File: src/rtl/stat_pkg.sv
package stat_pkg;

    localparam int STAT_W = 8;
    localparam logic [STAT_W-1:0] DEF_LATCHED = 8'hB6;

    typedef enum logic [0:0] {
        REG_STATUS = 1'b0,
        REG_MASK   = 1'b1
    } host_reg_e;

    typedef struct packed {
        logic      wr;
        host_reg_e sel;
    } host_cmd_t;

    function automatic logic hits(input host_cmd_t c, input host_reg_e r);
        return c.wr && (c.sel == r);
    endfunction

    function automatic logic [STAT_W-1:0] status_view(
        input logic [STAT_W-1:0] lat,
        input logic [STAT_W-1:0] live,
        input logic [STAT_W-1:0] kind);
        return (lat & kind) | (live & ~kind);
    endfunction

endpackage

File: src/rtl/stat_edge_detect.sv
module stat_edge_detect #(
    parameter int W = 8
) (
    input  logic         clk_i,
    input  logic         rst_i,
    input  logic [W-1:0] level_i,
    output logic [W-1:0] rise_o
);
    logic [W-1:0] prev_q;

    always_ff @(posedge clk_i) begin
        if (rst_i) prev_q <= '0;
        else       prev_q <= level_i;
    end

    assign rise_o = level_i & ~prev_q;
endmodule

File: src/rtl/stat_latch_bank.sv
module stat_latch_bank #(
    parameter int W = 8,
    parameter logic [W-1:0] KIND = '1
) (
    input  logic         clk_i,
    input  logic         rst_i,
    input  logic [W-1:0] set_i,
    input  logic [W-1:0] clr_i,
    output logic [W-1:0] lat_o
);
    logic [W-1:0] lat_q;

    // a set beats a clear on the same bit
    always_ff @(posedge clk_i) begin
        if (rst_i) lat_q <= '0;
        else       lat_q <= ((lat_q & ~clr_i) | set_i) & KIND;
    end

    assign lat_o = lat_q;
endmodule

File: src/rtl/stat_irq_gen.sv
module stat_irq_gen #(
    parameter int W = 8
) (
    input  logic         clk_i,
    input  logic         rst_i,
    input  logic [W-1:0] lat_i,
    input  logic [W-1:0] en_i,
    output logic         irq_n_o
);
    logic irq_n_q;

    always_ff @(posedge clk_i) begin
        if (rst_i) irq_n_q <= 1'b1;
        else       irq_n_q <= ~|(lat_i & en_i);
    end

    assign irq_n_o = irq_n_q;
endmodule

File: src/rtl/stat_irq_unit.sv
module stat_irq_unit
    import stat_pkg::*;
#(
    parameter int W = STAT_W,
    parameter logic [W-1:0] LATCHED = DEF_LATCHED
) (
    input  logic         clk_i,
    input  logic         rst_i,
    input  logic [W-1:0] cond_i,
    input  logic         host_wr_i,
    input  logic         host_addr_i,
    input  logic [W-1:0] host_wdata_i,
    output logic [W-1:0] host_rdata_o,
    output logic         irq_n_o
);
    host_cmd_t    cmd;
    logic [W-1:0] rise;
    logic [W-1:0] clr_vec;
    logic [W-1:0] lat_q;
    logic [W-1:0] mask_q;

    assign cmd.wr  = host_wr_i;
    assign cmd.sel = host_reg_e'(host_addr_i);

    assign clr_vec = hits(cmd, REG_STATUS) ? host_wdata_i : '0;

    stat_edge_detect #(.W(W)) u_edge (
        .clk_i   (clk_i),
        .rst_i   (rst_i),
        .level_i (cond_i),
        .rise_o  (rise)
    );

    stat_latch_bank #(.W(W), .KIND(LATCHED)) u_bank (
        .clk_i (clk_i),
        .rst_i (rst_i),
        .set_i (rise),
        .clr_i (clr_vec),
        .lat_o (lat_q)
    );

    always_ff @(posedge clk_i) begin
        if (rst_i)                   mask_q <= '0;
        else if (hits(cmd, REG_MASK)) mask_q <= host_wdata_i;
    end

    stat_irq_gen #(.W(W)) u_irq (
        .clk_i   (clk_i),
        .rst_i   (rst_i),
        .lat_i   (lat_q),
        .en_i    (mask_q),
        .irq_n_o (irq_n_o)
    );

    always_comb begin
        if (cmd.sel == REG_MASK) host_rdata_o = mask_q;
        else                     host_rdata_o = status_view(lat_q, cond_i, LATCHED);
    end
endmodule

File: config.mk
export PLATFORM = sky130hd
export DESIGN_NAME = stat_irq_unit
export DESIGN_NICKNAME = d
export VERILOG_FILES = /design/src/rtl/stat_pkg.sv /design/src/rtl/stat_edge_detect.sv /design/src/rtl/stat_latch_bank.sv /design/src/rtl/stat_irq_gen.sv /design/src/rtl/stat_irq_unit.sv
export SDC_FILE = /design/constraint.sdc
export NUM_CORES = 1
export LEC_CHECK = 0
export ABC_AREA = 1
export BUFFER_PORTS_ARGS = -buffer_cell sky130_fd_sc_hd__buf_2
export CAP_MARGIN = 25
export CELL_PAD_IN_SITES_DETAIL_PLACEMENT = 1
export CELL_PAD_IN_SITES_GLOBAL_PLACEMENT = 1
export CORE_MARGIN = 2
export CORE_UTILIZATION = 35
export CTS_CLUSTER_DIAMETER = 150
export DETAILED_ROUTE_END_ITERATION = 6
export GPL_ROUTABILITY_DRIVEN = 0
export PLACE_DENSITY = 0.79
export SLEW_MARGIN = 40
export SYNTH_ARGS = -nofsm -noshare
export SYNTH_HDL_FRONTEND = slang
export SYNTH_SLANG_ARGS = --single-unit
File: constraint.sdc
create_clock -name clk_i -period 1 [get_ports clk_i]
set_clock_uncertainty 0.05 [all_clocks]
set_input_delay 0.05 -clock clk_i [delete_from_list [all_inputs] [get_ports clk_i]]
set_output_delay 0.05 -clock clk_i [all_outputs]
set_load 0.01 [all_outputs]
==> run metrics <==
outcome=finished with violations; failing checks=setup timing; proportion of layout cells with a drive suffix above 1=34.9%; mean post-synth cell area=between 6 and 7 sq um; CP cell instances=nand2_2, nand2_1, buf_2; CP Class=flop to primary output; Worst EP arrival=between 0.9 and 1 ns; total gr overflow=0; Slew Limit Headroom=81.2%; final setup violating endpoints=4; CP top delay family=flip-flops; wirelength, routed=around 2.7 mm; Worst-Skew Late Latency=0.30 ns; R2R setup slack=~0.05 ns; chip width=52.6 microns; gr usage total=between 20 and 25%; Final Cycle Share=101%; Max IR drop VDD=0.744 mV; final worst-path setup slack=-0.0111 ns; Rows=17; vias per cell=around 4.6; initial antenna violation count=0; drt pass-1 iters=4; final hold vios=0; Mapped Area=826 sq um; HPWL after DPL=around 1.6 mm; leakage=approximately 0.66 nW; Buf/Inv on CP=1; largest net degree at the start of global routing=14; Yosys top cell area share=a little under half; fin util=around 56%; port bufs=28; #FFs+latches synth=19; post-synthesis xor/xnor area fraction=0%; Starting Density=between 30 and 40%; Critical Path RT=about 0.9 ns; Worst Setup Start Kind=flop; Total Power=~0.0016 W; combinational family with the most area after synthesis=simple AND/OR/NAND/NOR gates; syn nets=roughly 140; slowest CP cell=dfxtp_2; 1st-iter DRT viols=7; max-slew violations=0; cell taking the most area after synthesis=dfxtp_1; number of global-route vias before repair=between 900 and 1,000; core box area=around 0.0022 sq mm; Setup crit end kind=primary output; global-route wire length before repair=between 4 and 5 mm; simple-gate share of the synthesized area=33.3%; Net count, final=196; htree depth=1; worst slew pin tran=~0.28 ns; via count=927; post-synthesis compound-gate area fraction=under 10%; Crit path largest cell delay=roughly 0.35 ns; dpl cells=176; Max Fclk=0.989 GHz; clock sink total=19; mux cell area share after synthesis=0%; YS warnings=0; adder-cell share of the synthesized area=0%; Final Critical Period=~1.0 ns; Max Buffers Root-to-Sink=2; CTS clk-pin slew, worst paths=approximately 0.11 ns; Routed Antenna Nets=0; # Max-Cap Violations=0; post-synth cell types=13; P&R area growth vs syn=51.1%; class of the worst hold path=input pin to flop; CTS tree=yes; DR WL/cell=around 13 microns; Inserted Clock Buffers=3; Seq/Total Area, Yosys=a little under half; Post-Syn Instances=roughly 120; DRC=0; largest cells by area after synthesis=dfxtp_1 (46%), nand2_1 (18%), nor2_1 (12%); Pwr per Cell Area=around 1300 mW/mm^2; CP max FO=2; Die Area=roughly 0.0028 sq mm; Die Ht=around 53 microns; Non-Filler Instances=203; CTS root buffer=clkbuf_4; I/O Pins=29; RSZ-0062 raised after global routing=true; Diodes inserted=0
## final cells by class
type | instances | area [sq um]
Tap cell | 28 | 35.0
Inverter | 18 | 75.1
Multi-Input combinational cell | 83 | 358
Timing Repair Buffer | 51 | 357
Clock buffer | 4 | 26.3
Fill cell | 298 | 965
Sequential cell | 19 | 397
## cells by family (layout without fill, tap and decap cells)
kind of cell / after synthesis / in the layout
buffers and inverters: 20 / 73
DFF: 19 / 19
and+or+nand+nor: 69 / 69
AOI/OAI and AO/OA: 14 / 14
## stage by stage
| stage | worst slack [ns] | hold WS, ns | setup TNS [ns] | area, sq um |
|---|---|---|---|---|
| 2_1_floorplan | 0.342 | 0.0826 | 0 | 826 |
| 3_3_place_gp | 0.206 | 0.226 | 0 | 978 |
| 3_5_place_dp | 0.129 | 0.232 | 0 | 978 |
| 4_1_cts | -0.0134 | 0.0642 | -0.0171 | 1180 |
| 5_1_grt | -0.0726 | 0.0851 | -0.342 | 1250 |
| 6_report | -0.0111 | 0.0727 | -0.0250 | 1250 |
## metal layers
metal	routed length [microns]	up-vias	global-route usage (%)
met5	0	-	0
met4	68	0	9.83
met3	95	9	4.00
met2	1400	24	37.1
met1	1090	421	22.4
li1	-	473	-
## sequential cells by signal, indices dropped and copies added, names as in the netlist
signal	count
u_bank.lat_o	5
mask_q	8
u_edge.prev_q	5
u_irq.irq_n_o	1
## final timing paths
| kind | start | to | cells past startpoint |
|---|---|---|---|
| max | mask_q[4] | host_rdata_o[4] | 3 |
| min | rst_i | mask_q[7] | 4 |
| min reg2reg | u_edge.prev_q[7] | u_bank.lat_o[7] | 3 |
| max reg2reg | mask_q[5] | u_irq.irq_n_o | 5 |
## cells in the final DEF, fill, tap and decap left out, drive strengths merged
master,count
inv,17
clkinv,1
dlygate4sd3,15
o21bai,1
dfxtp,19
nand3,1
buf,36
o21ai,13
clkbuf,4
nor2,26
nand2,42
## worst reg2reg max path: cells and delay by family, from the launching register on
family	cells	cell delay, ns
compound gates	1	0.12
buf+inv	2	0.26
flops	1	0.34
simple gates	2	0.12
## where the power goes
group	internal, W	total, W	leakage (nW)	switching [W]
Sequential	0.000819	0.000850	0.162	0.0000306
Combinational	0.000173	0.000350	0.487	0.000177
Clock	0.000156	0.000397	0.0150	0.000242
Total	0.00115	0.00160	0.664	0.000450
## Yosys cell counts (all sizes together)
master	n
nand2	42
nor2	26
dfxtp	19
inv	17
o21ai	13
buf	2
clkinv	1
nand3	1
o21bai	1
## what timing repair did
item                                    in CTS  in global routing
hold endpoints to repair                    13                  0
resized for setup                           11                  7
endpoints found under the setup margin       7                  9
hold buffers                                15                  0
setup buffers                                2                  6
pin swaps                                    2                  7
(Power assumes the default switching activity.)
